==> src/rtl/vecprio_pkg.sv <==
package vecprio_pkg;

   typedef enum logic {
      TRIG_EDGE  = 1'b0,
      TRIG_LEVEL = 1'b1
   } trig_e;

   // class comparison: vector class strictly above a priority byte
   function automatic logic class_above(input logic [3:0] cls, input logic [7:0] prio);
      return cls > prio[7:4];
   endfunction

endpackage

==> src/rtl/vp_prio_enc.sv <==
module vp_prio_enc #(
   parameter int N       = 256,
   parameter int GROUP_W = 32
) (
   input  logic [N-1:0]         bits_i,
   output logic                 any_o,
   output logic [$clog2(N)-1:0] idx_o
);
   localparam int IDX_W = $clog2(N);

   initial begin
      assert (N >= 2 && (N & (N - 1)) == 0)
         else $error("vp_prio_enc: N must be a power of two");
      assert (GROUP_W >= 2 && (GROUP_W & (GROUP_W - 1)) == 0)
         else $error("vp_prio_enc: GROUP_W must be a power of two");
   end

   generate
      if (GROUP_W >= N) begin : g_flat
         always_comb begin
            any_o = 1'b0;
            idx_o = '0;
            for (int i = 0; i < N; i++) begin
               if (bits_i[i]) begin
                  any_o = 1'b1;
                  idx_o = IDX_W'(i);
               end
            end
         end
      end else begin : g_tree
         localparam int NG   = N / GROUP_W;
         localparam int GI_W = $clog2(GROUP_W);
         localparam int G_W  = $clog2(NG);

         logic [NG-1:0]   grp_any;
         logic [GI_W-1:0] grp_idx [NG];

         for (genvar g = 0; g < NG; g++) begin : g_grp
            logic            any_l;
            logic [GI_W-1:0] idx_l;
            always_comb begin
               any_l = 1'b0;
               idx_l = '0;
               for (int i = 0; i < GROUP_W; i++) begin
                  if (bits_i[g*GROUP_W + i]) begin
                     any_l = 1'b1;
                     idx_l = GI_W'(i);
                  end
               end
            end
            assign grp_any[g] = any_l;
            assign grp_idx[g] = idx_l;
         end

         always_comb begin
            any_o = |grp_any;
            idx_o = '0;
            for (int g = 0; g < NG; g++) begin
               if (grp_any[g]) idx_o = {G_W'(g), grp_idx[g]};
            end
         end
      end
   endgenerate

endmodule

==> src/rtl/vp_prio_gate.sv <==
module vp_prio_gate #(
   parameter int VEC_W = 8,
   parameter int CLS_W = 4
) (
   input  logic             enable,
   input  logic [VEC_W-1:0] tpr,
   input  logic             isr_any,
   input  logic [VEC_W-1:0] isr_top,
   input  logic             irr_any,
   input  logic [VEC_W-1:0] irr_top,
   output logic [VEC_W-1:0] ppr,
   output logic             deliver
);
   localparam int SUB_W = VEC_W - CLS_W;

   initial begin
      assert (CLS_W >= 1 && CLS_W < VEC_W)
         else $error("vp_prio_gate: CLS_W out of range");
   end

   logic [CLS_W-1:0] isr_cls;
   logic [CLS_W-1:0] tpr_cls;
   logic [CLS_W-1:0] irr_cls;

   assign isr_cls = isr_any ? isr_top[VEC_W-1:SUB_W] : '0;
   assign tpr_cls = tpr[VEC_W-1:SUB_W];
   assign irr_cls = irr_top[VEC_W-1:SUB_W];

   always_comb begin
      if (tpr_cls >= isr_cls) ppr = tpr;
      else                    ppr = {isr_cls, {SUB_W{1'b0}}};
   end

   // class strictly above the full priority byte
   assign deliver = enable && irr_any && (irr_cls > ppr[VEC_W-1:SUB_W]);

endmodule

==> src/rtl/vp_vec_sets.sv <==
module vp_vec_sets #(
   parameter int VEC_W   = 8,
   parameter int MIN_VEC = 16,
   parameter int GROUP_W = 32
) (
   input  logic             clk,
   input  logic             rst_n,
   input  logic             enable,
   input  logic             req_valid,
   input  logic [VEC_W-1:0] req_vec,
   input  logic             req_level,
   output logic             req_ok,
   input  logic             ack_take,
   input  logic [VEC_W-1:0] ack_vec,
   input  logic             eoi,
   output logic [(1<<VEC_W)-1:0] irr_q,
   output logic [(1<<VEC_W)-1:0] isr_q,
   output logic             ret_valid_q,
   output logic [VEC_W-1:0] ret_vec_q,
   output logic             ret_level_q
);
   import vecprio_pkg::*;

   localparam int N = 1 << VEC_W;
   localparam logic [VEC_W-1:0] MIN_V = VEC_W'(MIN_VEC);

   initial begin
      assert (MIN_VEC >= 0 && MIN_VEC < N)
         else $error("vp_vec_sets: MIN_VEC out of range");
   end

   logic [N-1:0] tmr_q;
   logic [N-1:0] irr_d, isr_mid, isr_d, tmr_mid, tmr_d;
   logic         ret_any;
   logic [VEC_W-1:0] ret_idx;
   trig_e        req_mode;

   assign req_mode = req_level ? TRIG_LEVEL : TRIG_EDGE;
   assign req_ok   = req_valid && enable && (req_vec >= MIN_V) && !irr_q[req_vec];

   // stage 1: request, stage 2: acknowledge
   always_comb begin
      irr_d   = irr_q;
      tmr_mid = tmr_q;
      isr_mid = isr_q;
      if (req_ok) begin
         irr_d[req_vec]   = 1'b1;
         tmr_mid[req_vec] = (req_mode == TRIG_LEVEL);
      end
      if (ack_take) begin
         irr_d[ack_vec]   = 1'b0;
         isr_mid[ack_vec] = 1'b1;
      end
   end

   vp_prio_enc #(.N(N), .GROUP_W(GROUP_W)) u_ret_enc (
      .bits_i (isr_mid),
      .any_o  (ret_any),
      .idx_o  (ret_idx)
   );

   // stage 3: retire
   always_comb begin
      isr_d = isr_mid;
      tmr_d = tmr_mid;
      if (eoi && ret_any) begin
         isr_d[ret_idx] = 1'b0;
         tmr_d[ret_idx] = 1'b0;
      end
   end

   always_ff @(posedge clk) begin
      if (!rst_n) begin
         irr_q       <= '0;
         isr_q       <= '0;
         tmr_q       <= '0;
         ret_valid_q <= 1'b0;
         ret_vec_q   <= '0;
         ret_level_q <= 1'b0;
      end else begin
         irr_q       <= irr_d;
         isr_q       <= isr_d;
         tmr_q       <= tmr_d;
         ret_valid_q <= eoi && ret_any;
         ret_vec_q   <= ret_idx;
         ret_level_q <= tmr_mid[ret_idx];
      end
   end

   // a vector already pending is never accepted again
   a_r6_no_repeat: assert property (@(posedge clk) disable iff (!rst_n)
      (req_valid && irr_q[req_vec]) |-> !req_ok);

   // disabled controller leaves the pending set untouched
   a_r7_disabled_hold: assert property (@(posedge clk) disable iff (!rst_n)
      !enable |=> $stable(irr_q));

   // granted vector lands in service and leaves pending
   a_r8_ack_moves: assert property (@(posedge clk) disable iff (!rst_n)
      (ack_take && !eoi) |=> (isr_q[$past(ack_vec)] && !irr_q[$past(ack_vec)]));

   // end-of-interrupt with nothing in service reports nothing
   a_r9_empty_eoi: assert property (@(posedge clk) disable iff (!rst_n)
      (eoi && !ack_take && (isr_q == '0)) |=> !ret_valid_q);

   // a retire report only follows a strobe
   a_r10_report_cause: assert property (@(posedge clk) disable iff (!rst_n)
      ret_valid_q |-> $past(eoi));

endmodule

==> src/rtl/vecprio_tracker.sv <==
module vecprio_tracker #(
   parameter int VEC_W   = 8,
   parameter int CLS_W   = 4,
   parameter int MIN_VEC = 16,
   parameter int BUS_W   = 32,
   parameter int GROUP_W = 32
) (
   input  logic             clk,
   input  logic             rst_n,
   input  logic             enable,
   input  logic             req_valid,
   input  logic [VEC_W-1:0] req_vector,
   input  logic             req_level,
   output logic             req_accepted,
   input  logic             tpr_we,
   input  logic [BUS_W-1:0] tpr_wdata,
   output logic [VEC_W-1:0] tpr_out,
   output logic [VEC_W-1:0] ppr_out,
   output logic             int_pending,
   output logic [VEC_W-1:0] int_vector,
   input  logic             ack_req,
   output logic             ack_grant,
   input  logic             eoi,
   output logic             eoi_valid,
   output logic [VEC_W-1:0] eoi_vector,
   output logic             eoi_level
);
   localparam int N     = 1 << VEC_W;
   localparam int SUB_W = VEC_W - CLS_W;

   initial begin
      assert (BUS_W >= VEC_W) else $error("vecprio_tracker: BUS_W too small");
   end

   logic [VEC_W-1:0] tpr_q;
   logic [N-1:0]     irr_q, isr_q;
   logic             irr_any, isr_any, deliver;
   logic [VEC_W-1:0] irr_top, isr_top;

   always_ff @(posedge clk) begin
      if (!rst_n)      tpr_q <= '0;
      else if (tpr_we) tpr_q <= tpr_wdata[VEC_W-1:0];
   end

   vp_prio_enc #(.N(N), .GROUP_W(GROUP_W)) u_irr_enc (
      .bits_i (irr_q),
      .any_o  (irr_any),
      .idx_o  (irr_top)
   );

   vp_prio_enc #(.N(N), .GROUP_W(GROUP_W)) u_isr_enc (
      .bits_i (isr_q),
      .any_o  (isr_any),
      .idx_o  (isr_top)
   );

   vp_prio_gate #(.VEC_W(VEC_W), .CLS_W(CLS_W)) u_gate (
      .enable  (enable),
      .tpr     (tpr_q),
      .isr_any (isr_any),
      .isr_top (isr_top),
      .irr_any (irr_any),
      .irr_top (irr_top),
      .ppr     (ppr_out),
      .deliver (deliver)
   );

   assign int_pending = deliver;
   assign int_vector  = deliver ? irr_top : '0;
   assign ack_grant   = ack_req && deliver;
   assign tpr_out     = tpr_q;

   vp_vec_sets #(.VEC_W(VEC_W), .MIN_VEC(MIN_VEC), .GROUP_W(GROUP_W)) u_sets (
      .clk         (clk),
      .rst_n       (rst_n),
      .enable      (enable),
      .req_valid   (req_valid),
      .req_vec     (req_vector),
      .req_level   (req_level),
      .req_ok      (req_accepted),
      .ack_take    (ack_grant),
      .ack_vec     (irr_top),
      .eoi         (eoi),
      .irr_q       (irr_q),
      .isr_q       (isr_q),
      .ret_valid_q (eoi_valid),
      .ret_vec_q   (eoi_vector),
      .ret_level_q (eoi_level)
   );

   // only the low byte of a write is stored
   a_r2_tpr_write: assert property (@(posedge clk) disable iff (!rst_n)
      tpr_we |=> (tpr_q == $past(tpr_wdata[VEC_W-1:0])));

   // processor priority class never drops below the task priority class
   a_r3_ppr_floor: assert property (@(posedge clk) disable iff (!rst_n)
      ppr_out[VEC_W-1:SUB_W] >= tpr_q[VEC_W-1:SUB_W]);

   // an offered vector sits in a class above the processor priority
   a_r4_offer_above: assert property (@(posedge clk) disable iff (!rst_n)
      int_pending |-> (int_vector[VEC_W-1:SUB_W] > ppr_out[VEC_W-1:SUB_W]));

   // no delivery while disabled
   a_r7_no_offer: assert property (@(posedge clk) disable iff (!rst_n)
      !enable |-> !int_pending);

endmodule

==> config.mk <==
export PLATFORM = sky130hd
export DESIGN_NAME = vecprio_tracker
export DESIGN_NICKNAME = d
export VERILOG_FILES = /design/src/rtl/vecprio_pkg.sv /design/src/rtl/vp_prio_enc.sv /design/src/rtl/vp_prio_gate.sv /design/src/rtl/vp_vec_sets.sv /design/src/rtl/vecprio_tracker.sv
export SDC_FILE = /design/constraint.sdc
export NUM_CORES = 2
export LEC_CHECK = 0
export BUFFER_PORTS_ARGS = -buffer_cell sky130_fd_sc_hd__buf_2
export CORE_MARGIN = 3
export CORE_UTILIZATION = 40
export DETAILED_ROUTE_END_ITERATION = 10
export GPL_ROUTABILITY_DRIVEN = 0
export SETUP_SLACK_MARGIN = 0.5
export SLEW_MARGIN = 20
export SYNTH_ARGS = -nofsm -noshare
export SYNTH_HDL_FRONTEND = slang
export SYNTH_HIERARCHICAL = 1
export SYNTH_SLANG_ARGS = --single-unit
==> constraint.sdc <==
create_clock -name clk -period 10.8 [get_ports clk]
set_clock_uncertainty 0.05 [all_clocks]
set_input_delay 1.62 -clock clk [delete_from_list [all_inputs] [get_ports clk]]
set_output_delay 1.62 -clock clk [all_outputs]
set_load 0.02 [all_outputs]
Word-level counts from Yosys, hierarchy flattened. Cells that the tools add are included.

Input bits: 48. Output and inout port bits: 37. Bits in registers: 786. Logic and storage cells: 1594.

Reductions and logical operators: 14. Bitwise gates (word level): 7. Mux-type cells: 1557. Magnitude comparators: 9.

Operator list (count): $mux 5 (499); $mux 256 (6); $mux 1 (798); $and 256x256->256 (3); $mux 4 (129); $not 256->256 (2); $or 256x256->256 (2); $bwmux 256 (1); $mux 3 (64); $mux 8 (17); $mux 2 (32); $mux 7 (4); $lt 8x9->1 const B (3); $demux 1 s8 (3); $ge 8x1->1 const B (3); $reduce_or 8->1 (3); $bmux 1 s8 (2); $mux 6 (2); $logic_and 1x1->1 (10); $ge 8x5->1 const B (1); $ge 4x4->1 (1); $gt 4x4->1 (1); $logic_not 1->1 (1).

Longest topological paths before layout.
Word-level depth: 94. Depth in mapped cells: 48.

By module. Netlist, hierarchy kept.

Modules (own cells, without submodules): vp_vec_sets (instances 1, seq. area each 15574.9 sq um, area each 36421.2 sq um, cells an instance 4142); vp_prio_enc (instances 3, seq. area each 0.0 sq um, area each 3022.9 sq um, cells an instance 550); vecprio_tracker (instances 1, seq. area each 160.2 sq um, area each 357.8 sq um, cells an instance 34); vp_prio_gate (instances 1, seq. area each 0.0 sq um, area each 340.3 sq um, cells an instance 39).

Worst setup path before layout. OpenSTA, ideal clock, no wires.

Path type: reg-to-reg. From: reg u_sets.isr_q[176]. To: reg u_sets.ret_level_q. Setup slack: 0.915 ns. Cell stages (with the launch flop): 46. Library setup time: 0.116 ns. Arrival time: 9.719 ns. Cell sequence: dfxtp_1 -> or4_4 -> nor2b_4 -> nand2_2 -> or4_1 -> buf_2 -> nor2_2 -> nor2_1 -> a211o_1 -> a21oi_2 -> and2_1 -> ha_1 -> nand2b_4 -> a211oi_2 -> o21bai_1 -> buf_6 -> mux2_4 -> ha_1 -> (+10 left out) -> nor4_4 -> or4_1 -> a21oi_1 -> a31oi_1 -> o311ai_0 -> nand2_1 -> clkbuf_1 -> buf_1 -> inv_1 -> clkbuf_1 -> clkbuf_1 -> clkbuf_1 -> clkbuf_1 -> nor2_1 -> o211ai_1 -> a211o_1 -> a41oi_1 -> a41o_1.

Elaborated cells on any way between the ends: 558. Classes of those cells: order compare: 2; mux: 552; bitwise: 1; reduce/logical: 3.

RTL lines: start: declaration (RTL line vp_vec_sets.sv:17) `output logic [(1<<VEC_W)-1:0] isr_q,`; start signal: assignment (RTL line vp_vec_sets.sv:82) `isr_q <= isr_d;`; $mux 5 / $mux 1 (equally long branches) (16 in a row) (RTL line vp_prio_enc.sv:45) `if (bits_i[g*GROUP_W + i]) begin`; $mux 8 * (3 in a row) (RTL line vp_prio_enc.sv:59) `if (grp_any[g]) idx_o = {G_W'(g), grp_idx[g]};`; named net isr_top[4] (RTL line vecprio_tracker.sv:38) `logic [VEC_W-1:0] irr_top, isr_top;`; $mux 4 * (RTL line vp_prio_gate.sv:25) `assign isr_cls = isr_any ? isr_top[VEC_W-1:SUB_W] : '0;`; $ge 4x4->1 (RTL line vp_prio_gate.sv:30) `if (tpr_cls >= isr_cls) ppr = tpr;`; $mux 8 * (RTL line vp_prio_gate.sv:30); named net ppr_out[4] (RTL line vecprio_tracker.sv:18) `output logic [VEC_W-1:0] ppr_out,`; $gt 4x4->1 * (RTL line vp_prio_gate.sv:35) `assign deliver = enable && irr_any && (irr_cls > ppr[VEC_W-1:SUB_W]);`; (+1 left out); named net int_pending (RTL line vecprio_tracker.sv:19) `output logic int_pending,`; (+1 left out); named net ack_grant (RTL line vecprio_tracker.sv:22) `output logic ack_grant,`; $mux 256 * (RTL line vp_vec_sets.sv:50) `if (ack_take) begin`; named net u_sets.isr_mid[96] (RTL line vp_vec_sets.sv:33) `logic [N-1:0] irr_d, isr_mid, isr_d, tmr_mid, tmr_d;`; $mux 1 * (32 in a row) (RTL line vp_prio_enc.sv:45); $mux 8 * (5 in a row) (RTL line vp_prio_enc.sv:59); named net u_sets.ret_idx[1] (RTL line vp_vec_sets.sv:35) `logic [VEC_W-1:0] ret_idx;`; $bmux 1 s8 * (RTL line vp_vec_sets.sv:86) `ret_level_q <= tmr_mid[ret_idx];`; $mux 1 (not written as such) * (RTL line vp_vec_sets.sv:86); end signal: assignment (RTL line vp_vec_sets.sv:86); end: declaration (RTL line vp_vec_sets.sv:20) `output logic ret_level_q`.

Mark *: on every way through the listed nets, which the timed path passes. The rest lies on a longest branch. The select of a mux whose other input is x is not followed. A chain may end at the register's enable or synchronous reset.

Worst setup path in the final report.
From: reg u_sets.isr_q[176]. To: reg u_sets.isr_q[71].

Elaborated cells on any way between the ends: 566. Classes of those cells: order compare: 4; mux: 553; bitwise: 3; reduce/logical: 6.

RTL lines: $mux 5 / $mux 1 (equally long branches) (16 in a row) (RTL line vp_prio_enc.sv:45); $mux 8 * (3 in a row) (RTL line vp_prio_enc.sv:59); named net isr_top[4] (RTL line vecprio_tracker.sv:38); $mux 4 * (RTL line vp_prio_gate.sv:25); $ge 4x4->1 (RTL line vp_prio_gate.sv:30); $mux 8 * (RTL line vp_prio_gate.sv:30); $gt 4x4->1 * (RTL line vp_prio_gate.sv:35); $logic_and 1x1->1 * (RTL line vp_prio_gate.sv:35); (+2 left out); named net u_sets.isr_mid[212] (RTL line vp_vec_sets.sv:33); (+14 left out); named net u_sets.ret_idx[1] (RTL line vp_vec_sets.sv:35); $lt 8x9->1 (not written as such) / $ge 8x1->1 (equally long branches) (RTL line vp_vec_sets.sv:67) `isr_d[ret_idx] = 1'b0;`; $logic_and 1x1->1 (not written as such) (RTL line vp_vec_sets.sv:67); $mux 1 (not written as such) (RTL line vp_vec_sets.sv:67); $demux 1 s8 *; $not 256->256 (no line) *; $and 256x256->256 (no line) *; $mux 256 * (RTL line vp_vec_sets.sv:66) `if (eoi && ret_any) begin`.

Mark *: on every way through the listed nets, which the timed path passes. The rest lies on a longest branch.

==> out/metrics.cfg <==
[floorplan]
die_area_um2=114000
start_util_pct=40.4
die_x_um=338
rows=121
die_h_um=338
core_um2=109000
num_io_pins=85

[route]
drc=0
wl_mm=223
avgViaCountPerCell=6.76
dr.pass1.iters=10
drt_iter0_markers=9262
detail_route.wl_per_cell_um=31.1
vias=48400
ant_nets=0

[worst_setup_path]
max_stage_delay_ns=0.75
cpMostUsedCell=buf_4
cp-end-kind=flip-flop
arrival_ns=10.73
cp_slowest_cell=o21ai_0
cp.required_ns=11.32
path_class=flip-flop to flip-flop
start_kind=flip-flop
cp_max_fo=15
path_delay_family=simple AND/OR/NAND/NOR gates
crit_buf_inv=12

[global_routing]
grt_pass1_wl_mm=308
grt_pass1_vias=42600
grt_max_degree=253
grt.total_usage_pct=37.3
antenna_found_initial=7
top_usage_layer=met2
grt-ovfl-total=0
use_met3_pct=13.9
use_met2_pct=50.7
grt_use_met1_pct=49.3

[final_layout]
nFillCells=10600
regArea_um2=15700
syn_to_final_growth_pct=17.0
nets=5734
post-route-util_pct=47.3
multi_input_area_um2=26500
drive_gt1_share_pct=18.5

[job]
maxCapViolations=0

[power_and_ir_drop]
pwr-share-comb_pct=9.9
power_mw=6.65
p_switching_mw=1.83
vdd_drop_max_v=0.000127
power_density_nw_per_um2=129
clock_power_share_pct=46.4
p_int_mw=4.82
p_leak_nw=20.6
p_sw_share_pct=27.5
pwr-share-seq_pct=43.7

[yosys]
synth.avg_cell_area_um2=8.05
synth.net_count=5521
syn_area_um2=44000
yosys_warnings=6
synthCells=5465

[cts]
cts_hold_buf=0
clk_latency_ns=0.69
numCtsBuffers=87
cts_buffer_depth=3
root_buffer=clkbuf_16
clkSinkCount=786
clkTransAtPathRegs_ns=0.06
htreeDepth=3
cts_tree=built

[placement]
dp_slack_ns=-0.380
numPortBuffers=60
place.detailed.hpwl_mm=165

[status]
outcome=completed

[min_path]
hold_path.class=flip-flop to flip-flop

[sta]
worst_slack_ns=0.587
final-setup-viol-count=0
drv_slew=0
final-hold-violation-count=0
rsz0062_at_grt=no
finalCriticalPeriod_ns=10.21
period_share_pct=94.6
worstMarginPinSlew_ns=1.32
fmax_mhz=97.9
maxSlewHeadroom_pct=11.2

-- flip-flops by register name, indices dropped and copies added, names as in the netlist --
signal,flops
u_sets/irr_q,256
u_sets/tmr_q,256
u_sets/ret_vec_q,8
u_sets/ret_valid_q,1
u_sets/ret_level_q,1
tpr_out,8
u_sets/isr_q,256
-- metal layers --
metal,share of wire (%),wire [µm]
met4,8.0,17800
met5,0,0
met1,38,84800
met2,38,85600
met3,16,34800
-- power by group through the flow --
stage / registers [mW] / clock network (mW) / logic, mW
after floorplan: 2.97 / 0 / 0.304
after detailed placement: 2.97 / 0 / 0.598
after CTS: 2.91 / 3.08 / 0.601
after global placement: 2.97 / 0 / 0.598
final: 2.91 / 3.09 / 0.659
after global routing: 2.91 / 3.20 / 0.661
-- what timing repair did --
item                       CTS  global route
setup endpoints to repair  359           330
gates cloned                 0             2
gates resized for setup     26            62
pin swaps                    2            17
buffers inserted             0            12
-- final timing paths --
check | startpoint | endpoint | slack, ns | depth (start not counted)
max | u_sets/isr_q[176] | u_sets/isr_q[71] | 0.59 | 46
min | u_sets/tmr_q[7] | u_sets/tmr_q[7] | 0.41 | 1
max reg2reg | u_sets/isr_q[176] | u_sets/isr_q[71] | 0.59 | 46
min reg2reg | u_sets/tmr_q[7] | u_sets/tmr_q[7] | 0.41 | 1
-- metrics by stage --
stage	setup TNS [ns]	cell area, µm²	hold WS (ns)	instances
floorplan	0	44000	0.375	5465
global placement	-0.462	48100	0.397	6989
detailed placement	-0.493	48100	0.405	6989
CTS	0	51100	0.413	7147
global route	0	51500	0.425	7164
finish	0	51500	0.412	7167
-- area by class of cell --
cell class              count  share of cell area [%]
well taps                1414                    3.43
inverters                 131                   0.955
diodes                      6                  0.0291
multi-input cells        4167                    51.5
flip-flops and latches    786                    30.5
clock inverters            37                   0.734
repair buffers            505                    8.00
clock buffers             121                    4.83
-- placed cells by master, fill, tap and decap left out, types with 19 or more instances in the layout --
cell type    n
dfxtp_1    786
nor2_1     690
o21ai_0    497
buf_4      404
nand2_1    374
a21oi_1    321
nor2b_1    307
o221a_2    217
a21o_1     194
mux2i_1    171
nor3_1     157
nor4_1     154
inv_1      128
nand3_1    113
clkbuf_16   91
o21bai_1    75
o31ai_1     59
buf_2       58
nand4_1     54
nand2b_1    48
and2_1      41
o211ai_1    38
o211a_1     37
a31oi_1     36
a211oi_1    36
mux4_2      36
or4_1       31
o311ai_0    30
or3_1       30
buf_12      29
a22oi_1     22
or2_2       20
a311oi_1    19
(Power assumes the default switching activity.)
